$ cat config.mk
export PLATFORM = sky130hd
export DESIGN_NAME = serial_rx_queue
export DESIGN_NICKNAME = d
export VERILOG_FILES = /design/src/rtl/rxq_pkg.sv /design/src/rtl/rxq_tagger.sv /design/src/rtl/rxq_store.sv /design/src/rtl/rxq_status.sv /design/src/rtl/serial_rx_queue.sv
export SDC_FILE = /design/constraint.sdc
export NUM_CORES = 1
export LEC_CHECK = 0
export BUFFER_PORTS_ARGS = -buffer_cell sky130_fd_sc_hd__buf_2
export CAP_MARGIN = 20
export CORE_AREA = 2 2 73 75
export CTS_CLUSTER_DIAMETER = 200
export DETAILED_ROUTE_END_ITERATION = 16
export DIE_AREA = 0 0 75 77
export PLACE_DENSITY = 0.81
export SLEW_MARGIN = 20
export SYNTH_ARGS = -nofsm -noshare
export SYNTH_HDL_FRONTEND = slang
export SYNTH_SLANG_ARGS = --single-unit
$ cat constraint.sdc
create_clock -name clk -period 3.9 [get_ports clk]
set_clock_uncertainty 0.05 [all_clocks]
set_input_delay 0.975 -clock clk [delete_from_list [all_inputs] [get_ports clk]]
set_output_delay 0.975 -clock clk [all_outputs]
set_load 0.01 [all_outputs]
$ cat src/rtl/rxq_pkg.sv
package rxq_pkg;
  typedef struct packed {
    logic perr;
    logic ferr;
  } rx_tag_t;
endpackage

$ cat src/rtl/rxq_tagger.sv
module rxq_tagger
  import rxq_pkg::*;
#(
  parameter int DATA_W = 8
) (
  input  logic [DATA_W-1:0] data,
  input  logic              par_bit,
  input  logic              stop_bit,
  input  logic              parity_en,
  input  logic              parity_odd,
  output rx_tag_t           tag
);
  logic want_par;

  always_comb begin
    want_par = (^data) ^ parity_odd;
    tag.perr = parity_en & (par_bit != want_par);
    tag.ferr = ~stop_bit;
  end
endmodule

$ cat src/rtl/rxq_store.sv
module rxq_store
  import rxq_pkg::*;
#(
  parameter int DATA_W = 8,
  parameter int DEPTH  = 4,
  localparam int PTR_W = $clog2(DEPTH),
  localparam int CNT_W = PTR_W + 1
) (
  input  logic              clk,
  input  logic              rst,
  input  logic              flush,
  input  logic              push,
  input  logic              rd_req,
  input  logic [DATA_W-1:0] wr_data,
  input  rx_tag_t           wr_tag,
  output logic [DATA_W-1:0] rd_q,
  output rx_tag_t           head_tag,
  output logic [PTR_W-1:0]  head_idx,
  output logic [PTR_W-1:0]  last_idx,
  output logic              full,
  output logic              nonempty,
  output logic              pop_ok,
  output logic              ne_nxt,
  output logic              ne_q
);
  logic [DATA_W-1:0] mem [DEPTH];
  rx_tag_t           tag_mem [DEPTH];
  logic [PTR_W-1:0]  wr_ptr, rd_ptr;
  logic [CNT_W-1:0]  cnt, cnt_nxt;

  always_comb begin
    nonempty = (cnt != '0);
    full     = (cnt == CNT_W'(DEPTH));
    pop_ok   = rd_req & nonempty & ~flush;
    cnt_nxt  = flush ? '0 : cnt + CNT_W'(push) - CNT_W'(pop_ok);
    ne_nxt   = (cnt_nxt != '0);
    head_tag = tag_mem[rd_ptr];
    head_idx = rd_ptr;
    last_idx = wr_ptr - PTR_W'(1);
  end

  // data array: write port and registered read port, RAM friendly
  always_ff @(posedge clk) begin
    if (push && !flush) mem[wr_ptr] <= wr_data;
  end

  always_ff @(posedge clk) begin
    if (rst)         rd_q <= '0;
    else if (pop_ok) rd_q <= mem[rd_ptr];
  end

  always_ff @(posedge clk) begin
    if (push && !flush) tag_mem[wr_ptr] <= wr_tag;
  end

  always_ff @(posedge clk) begin
    if (flush) begin
      wr_ptr <= '0;
      rd_ptr <= '0;
      cnt    <= '0;
      ne_q   <= 1'b0;
    end else begin
      if (push)   wr_ptr <= wr_ptr + PTR_W'(1);
      if (pop_ok) rd_ptr <= rd_ptr + PTR_W'(1);
      cnt  <= cnt_nxt;
      ne_q <= ne_nxt;
    end
  end


  no_overflow_chk: assert property (@(posedge clk) disable iff (rst)
    cnt <= CNT_W'(DEPTH));


  ne_fall_chk: assert property (@(posedge clk) disable iff (rst)
    $fell(ne_q) |-> ($past(pop_ok) || $past(flush)));
endmodule

$ cat src/rtl/rxq_status.sv
module rxq_status
  import rxq_pkg::*;
#(
  parameter int DEPTH  = 4,
  localparam int PTR_W = $clog2(DEPTH)
) (
  input  logic             clk,
  input  logic             rst,
  input  logic             flush,
  input  logic             err_clr,
  input  logic             pop_ok,
  input  logic             nonempty,
  input  logic             ne_nxt,
  input  rx_tag_t          head_tag,
  input  logic [PTR_W-1:0] head_idx,
  input  logic [PTR_W-1:0] last_idx,
  input  logic             ovr_hit,
  input  logic             irq_en,
  input  logic             dma_route,
  output logic             ovr_pend,
  output logic             ovr_q,
  output logic             pe_q,
  output logic             fe_q,
  output logic             irq_q
);
  logic             seen_q;
  logic [PTR_W-1:0] ovr_idx_q;
  logic             pe_set, fe_set, ovr_set;
  logic             pe_n, fe_n, ovr_n;

  always_comb begin
    pe_set  = nonempty & ~seen_q & head_tag.perr;
    fe_set  = nonempty & ~seen_q & head_tag.ferr;
    ovr_set = ovr_pend & nonempty & (head_idx == ovr_idx_q);
    pe_n    = ~flush & ((pe_q  & ~err_clr) | pe_set);
    fe_n    = ~flush & ((fe_q  & ~err_clr) | fe_set);
    ovr_n   = ~flush & ((ovr_q & ~err_clr) | ovr_set);
  end

  always_ff @(posedge clk) begin
    if (flush) begin
      seen_q    <= 1'b0;
      ovr_pend  <= 1'b0;
      ovr_idx_q <= '0;
      ovr_q     <= 1'b0;
      pe_q      <= 1'b0;
      fe_q      <= 1'b0;
      irq_q     <= 1'b0;
    end else begin
      if (pop_ok)        seen_q <= 1'b0;
      else if (nonempty) seen_q <= 1'b1;
      if (ovr_hit) begin
        ovr_pend  <= 1'b1;
        ovr_idx_q <= last_idx;
      end else if (ovr_set) begin
        ovr_pend  <= 1'b0;
      end
      ovr_q <= ovr_n;
      pe_q  <= pe_n;
      fe_q  <= fe_n;
      irq_q <= irq_en & ((ne_nxt & ~dma_route) | ovr_n | pe_n | fe_n);
    end
  end


  ovr_from_pend_chk: assert property (@(posedge clk) disable iff (rst)
    $rose(ovr_q) |-> $past(ovr_pend));


  pe_needs_head_chk: assert property (@(posedge clk) disable iff (rst)
    $rose(pe_q) |-> $past(nonempty));


  err_clear_chk: assert property (@(posedge clk) disable iff (rst)
    (err_clr && !pe_set && !fe_set && !ovr_set) |=> !(ovr_q || pe_q || fe_q));
endmodule

$ cat src/rtl/serial_rx_queue.sv
module serial_rx_queue
  import rxq_pkg::*;
#(
  parameter int DATA_W = 8,
  parameter int DEPTH  = 4,
  localparam int PTR_W = $clog2(DEPTH)
) (
  input  logic              clk,
  input  logic              rst,
  input  logic              char_valid,
  input  logic [DATA_W-1:0] char_data,
  input  logic              char_par,
  input  logic              char_stop,
  input  logic              parity_en,
  input  logic              parity_odd,
  input  logic              rd_en,
  output logic [DATA_W-1:0] rd_data,
  input  logic              err_clr,
  input  logic              irq_en,
  input  logic              dma_route,
  input  logic              dcd_n,
  input  logic              dcd_auto_en,
  output logic              rx_full,
  output logic              overrun,
  output logic              parity_err,
  output logic              frame_err,
  output logic              irq
);
  rx_tag_t          new_tag, head_tag;
  logic [PTR_W-1:0] head_idx, last_idx;
  logic             full, nonempty, pop_ok, ne_nxt, ne_q;
  logic             ovr_pend, carrier_clr, flush, take, ovr_hit;

  always_comb begin
    carrier_clr = dcd_auto_en & dcd_n;
    flush       = rst | carrier_clr;
    take        = char_valid & ~flush & ~ovr_pend & (~full | pop_ok);
    ovr_hit     = char_valid & ~flush & ~ovr_pend & full & ~pop_ok;
  end

  rxq_tagger #(.DATA_W(DATA_W)) u_tag (
    .data(char_data), .par_bit(char_par), .stop_bit(char_stop),
    .parity_en(parity_en), .parity_odd(parity_odd), .tag(new_tag)
  );

  rxq_store #(.DATA_W(DATA_W), .DEPTH(DEPTH)) u_store (
    .clk(clk), .rst(rst), .flush(flush), .push(take), .rd_req(rd_en),
    .wr_data(char_data), .wr_tag(new_tag), .rd_q(rd_data),
    .head_tag(head_tag), .head_idx(head_idx), .last_idx(last_idx),
    .full(full), .nonempty(nonempty), .pop_ok(pop_ok),
    .ne_nxt(ne_nxt), .ne_q(ne_q)
  );

  rxq_status #(.DEPTH(DEPTH)) u_stat (
    .clk(clk), .rst(rst), .flush(flush), .err_clr(err_clr),
    .pop_ok(pop_ok), .nonempty(nonempty), .ne_nxt(ne_nxt),
    .head_tag(head_tag), .head_idx(head_idx), .last_idx(last_idx),
    .ovr_hit(ovr_hit), .irq_en(irq_en), .dma_route(dma_route),
    .ovr_pend(ovr_pend), .ovr_q(overrun), .pe_q(parity_err),
    .fe_q(frame_err), .irq_q(irq)
  );

  assign rx_full = ne_q;


  irq_gate_chk: assert property (@(posedge clk) disable iff (rst)
    !irq_en |=> !irq);


  full_cause_chk: assert property (@(posedge clk) disable iff (rst)
    $rose(rx_full) |-> $past(char_valid));


  carrier_chk: assert property (@(posedge clk) disable iff (rst)
    carrier_clr |=> !(rx_full || overrun || parity_err || frame_err));
endmodule

==> impl_metrics.json <==
{
  "outcome": "completed",
  "p_int_mw": 1.08,
  "crit_path_cell_trace": "buf_2 > a21oi_1 > nand2_2 > clkinv_1 > ha_1 > inv_1 > ha_1 > inv_1 > fa_1 > xnor3_2 > a31oi_2 > a32oi_1 > a31oi_1",
  "std_cell_rows": 26,
  "drive_above_1_share": 0.266,
  "fmax_ghz": 0.315,
  "syn_avg_cell_area_um2": 14.2,
  "cts_tree": "yes",
  "reg2reg_to": "u_stat.irq_q",
  "switching_share": 0.236,
  "setup_slack_ns": 0.727,
  "synth_edf_count": 40,
  "max-cap-violations": 0,
  "hold_buffers": 0,
  "hold_violations": 0,
  "crit_slowest_cell": "fa_1",
  "worst_pin_slew_ns": 0.759,
  "cts.sinks": 66,
  "ir_drop_mv": 0.256,
  "ys.flop_type": "edfxtp_1",
  "drc": 0,
  "hold_depth": 2,
  "start_util": 0.539,
  "grt_use_total": 0.188,
  "pre_cts_slack_ns": 0.416,
  "pwr-share-seq": 0.555,
  "viasPerCell": 5.12,
  "first_pass_iters": 4,
  "required_ns": 4.11,
  "finalSetupViolations": 0,
  "placed_cell_area_um2": 2910,
  "endpoint_kind": "flip-flop",
  "fin_crit_ns": 3.17,
  "ys_seq_elements": 66,
  "switching_power_mw": 0.333,
  "cts.clk_slew.worst_paths_ns": 0.06,
  "clock_latency_ns": 0.34,
  "antenna_cells": 0,
  "power.leakage_nw": 1.13,
  "place_inst": 287,
  "pin_count": 34,
  "grt.overflow.total": 0,
  "n_fill_cell": 379,
  "postCtsResizedCells": 0,
  "netlist_area_um2": 2680,
  "clockBufferDepth": 2,
  "crit_path_start_kind": "input port",
  "dieArea_um2": 5780,
  "grt_pass1_wl_mm": 7.58,
  "cp.arrival_ns": 3.39,
  "core-area_um2": 4980,
  "drtIter0Drc": 117,
  "cpLargestDelayFamily": "compound AO/OA/AOI/OAI gates",
  "power_density_nw_per_um2": 459,
  "cp_max_fo": 10,
  "yosysSeqAreaShare": 0.641,
  "hold_end": "u_stat.ovr_idx_q[1]",
  "area_growth_pct": 14.7,
  "final_area_um2": 3080,
  "place_congestion": 0.844,
  "crit_buf_inv": 4,
  "layout.nets": 256,
  "hp-start": "u_stat.ovr_idx_q[1]",
  "antenna_found_initial": 0,
  "rsz0062_at_grt": "false",
  "reg2reg_slack_ns": 0.89,
  "wl_per_cell_um": 16.0,
  "hp-class": "flip-flop to flip-flop",
  "yosys_warnings": 0,
  "wl_mm": 4.84,
  "cts-root-buf": "clkbuf_8",
  "dp_hpwl_mm": 3.43,
  "cts_buffers": 9,
  "cts_setup_buffers": 0,
  "grt_pass1_vias": 1548,
  "io_buffers": 33,
  "finalCritPeriodShare": 0.814,
  "grt_max_degree": 17,
  "die_y_um": 77,
  "postSynthCellCount": 189,
  "fp.dieW_um": 75,
  "r2r_cells": 12,
  "synth_nets": 217,
  "fin_setup_tns_ns": 0,
  "final_cells": 303,
  "whs_ns": 0.418,
  "timing.rr.start": "u_store.cnt[1]",
  "relSlewSlack": 0.493,
  "synthArstFlopShare": 0,
  "synth_area_leaders": "edfxtp_1 (45%), dfxtp_1 (19%), mux4_2 (6.7%)",
  "max_stage_delay_ns": 0.37,
  "p_comb_frac": 0.100,
  "slew_viol_final": 0,
  "detail-route-antenna-nets": 0,
  "num_vias": 1551,
  "clkPwrFrac": 0.345,
  "htree_num_levels": 3,
  "path_class": "input port to flip-flop",
  "synth_top_area_frac": 0.448,
  "ys_types": 35,
  "yosys.area.top_type": "edfxtp_1"
}
-- sequential cells by signal (all words and copies together), names as in the netlist, named ones only --
| signal | count |
|---|---|
| u_store.wr_ptr | 2 |
| u_store.tag_mem | 8 |
| u_stat.ovr_pend | 1 |
| u_store.rd_q | 8 |
| u_stat.ovr_q | 1 |
| u_store.mem | 32 |
| u_stat.ovr_idx_q | 2 |
| u_stat.seen_q | 1 |
| u_stat.pe_q | 1 |
| u_stat.fe_q | 1 |
| u_store.head_idx | 2 |
| u_store.ne_q | 1 |
| u_store.cnt | 3 |
| u_stat.irq_q | 1 |
-- per-layer routing --
metal  global-route usage  routed length, um  vias to the layer above
li1                     -                  -                      758
met5                    0                  0                        -
met1                0.241               2130                      742
met4                0.102                125                        0
met2                0.279               2400                       39
met3               0.0631                177                       12
-- layout make-up --
type	count	area, um^2	area share
well taps	70	87.6	0.0284
repair buffers	33	165	0.0536
flip-flops and latches	66	1720	0.559
inverters	9	33.8	0.0110
clock inverters	3	17.5	0.00569
multi-input cells	109	905	0.294
clock buffers	13	149	0.0484
-- cells by family after synthesis --
kind of cell	share of synthesized area
flip-flops	0.641
AND/OR/NAND/NOR	0.110
AO/OA/AOI/OAI	0.0457
XOR/XNOR	0.0564
buffers and inverters	0.0214
multiplexers	0.0895
adder cells (fa/ha/maj)	0.0354
-- power by group through the flow --
| stage | Clock (mW) | Sequential [mW] | Combinational [mW] |
|---|---|---|---|
| after detailed placement | 0 | 0.799 | 0.142 |
| after floorplan | 0 | 0.793 | 0.100 |
| after CTS | 0.494 | 0.784 | 0.142 |
| final | 0.487 | 0.784 | 0.141 |
| after global placement | 0 | 0.799 | 0.138 |
| after global routing | 0.522 | 0.787 | 0.155 |
-- tightest hold or removal path, cell delays in order (launching register included) --
cell and delay, ns:
dfxtp_1 0.32, nand2_1 0.05, a21oi_1 0.05
-- synthesized netlist by cell type, types with 2 or more instances --
cell type / number
edfxtp_1: 40
dfxtp_1: 26
nand2_1: 20
nor2_1: 12
a21oi_1: 11
inv_1: 8
mux4_2: 8
xnor2_1: 7
ha_1: 6
mux2i_1: 6
and2_1: 5
xor2_1: 5
nand3_1: 4
clkbuf_1: 3
nor3_1: 3
o21ai_0: 3
nand2b_1: 2
nand3b_1: 2
nor4b_4: 2
-- worst max path at each step --
stage	startpoint	cells after the start	to
floorplan	rst	13	u_stat.irq_q
finish	rst	13	u_stat.irq_q
detailed placement	rst	13	u_stat.irq_q
global placement	rst	13	u_stat.irq_q
CTS	rst	13	u_stat.irq_q
global route	rst	13	u_stat.irq_q
-- placed cells by master, fill, tap and decap left out --
cell,n
mux2i_1,6
nand2b_1,2
nand2_2,1
nor3_1,3
dfxtp_1,26
xnor3_2,1
nand3_1,4
and2_1,5
o21ai_0,3
xor2_1,5
nand3b_1,2
inv_1,8
a32oi_1,1
mux4_2,8
nand4b_1,1
xnor3_1,1
a21o_4,1
nor4b_4,2
buf_2,33
clkbuf_8,10
clkinvlp_4,1
edfxtp_1,40
ha_1,6
o31a_2,1
nor2b_1,1
a21oi_1,11
or2_2,1
clkinv_2,2
nor2_1,12
a31oi_2,1
clkbuf_1,3
a31oi_1,1
nor4_1,1
nand2_1,20
xnor2_1,7
fa_1,1
clkinv_1,1
-- stage by stage --
step	power, mW	utilization
finish	1.41	0.619
global route	1.46	0.619
CTS	1.42	0.619
detailed placement	0.942	0.585
global placement	0.936	0.585
floorplan	0.894	-
Power figures use the tool's default switching activity.
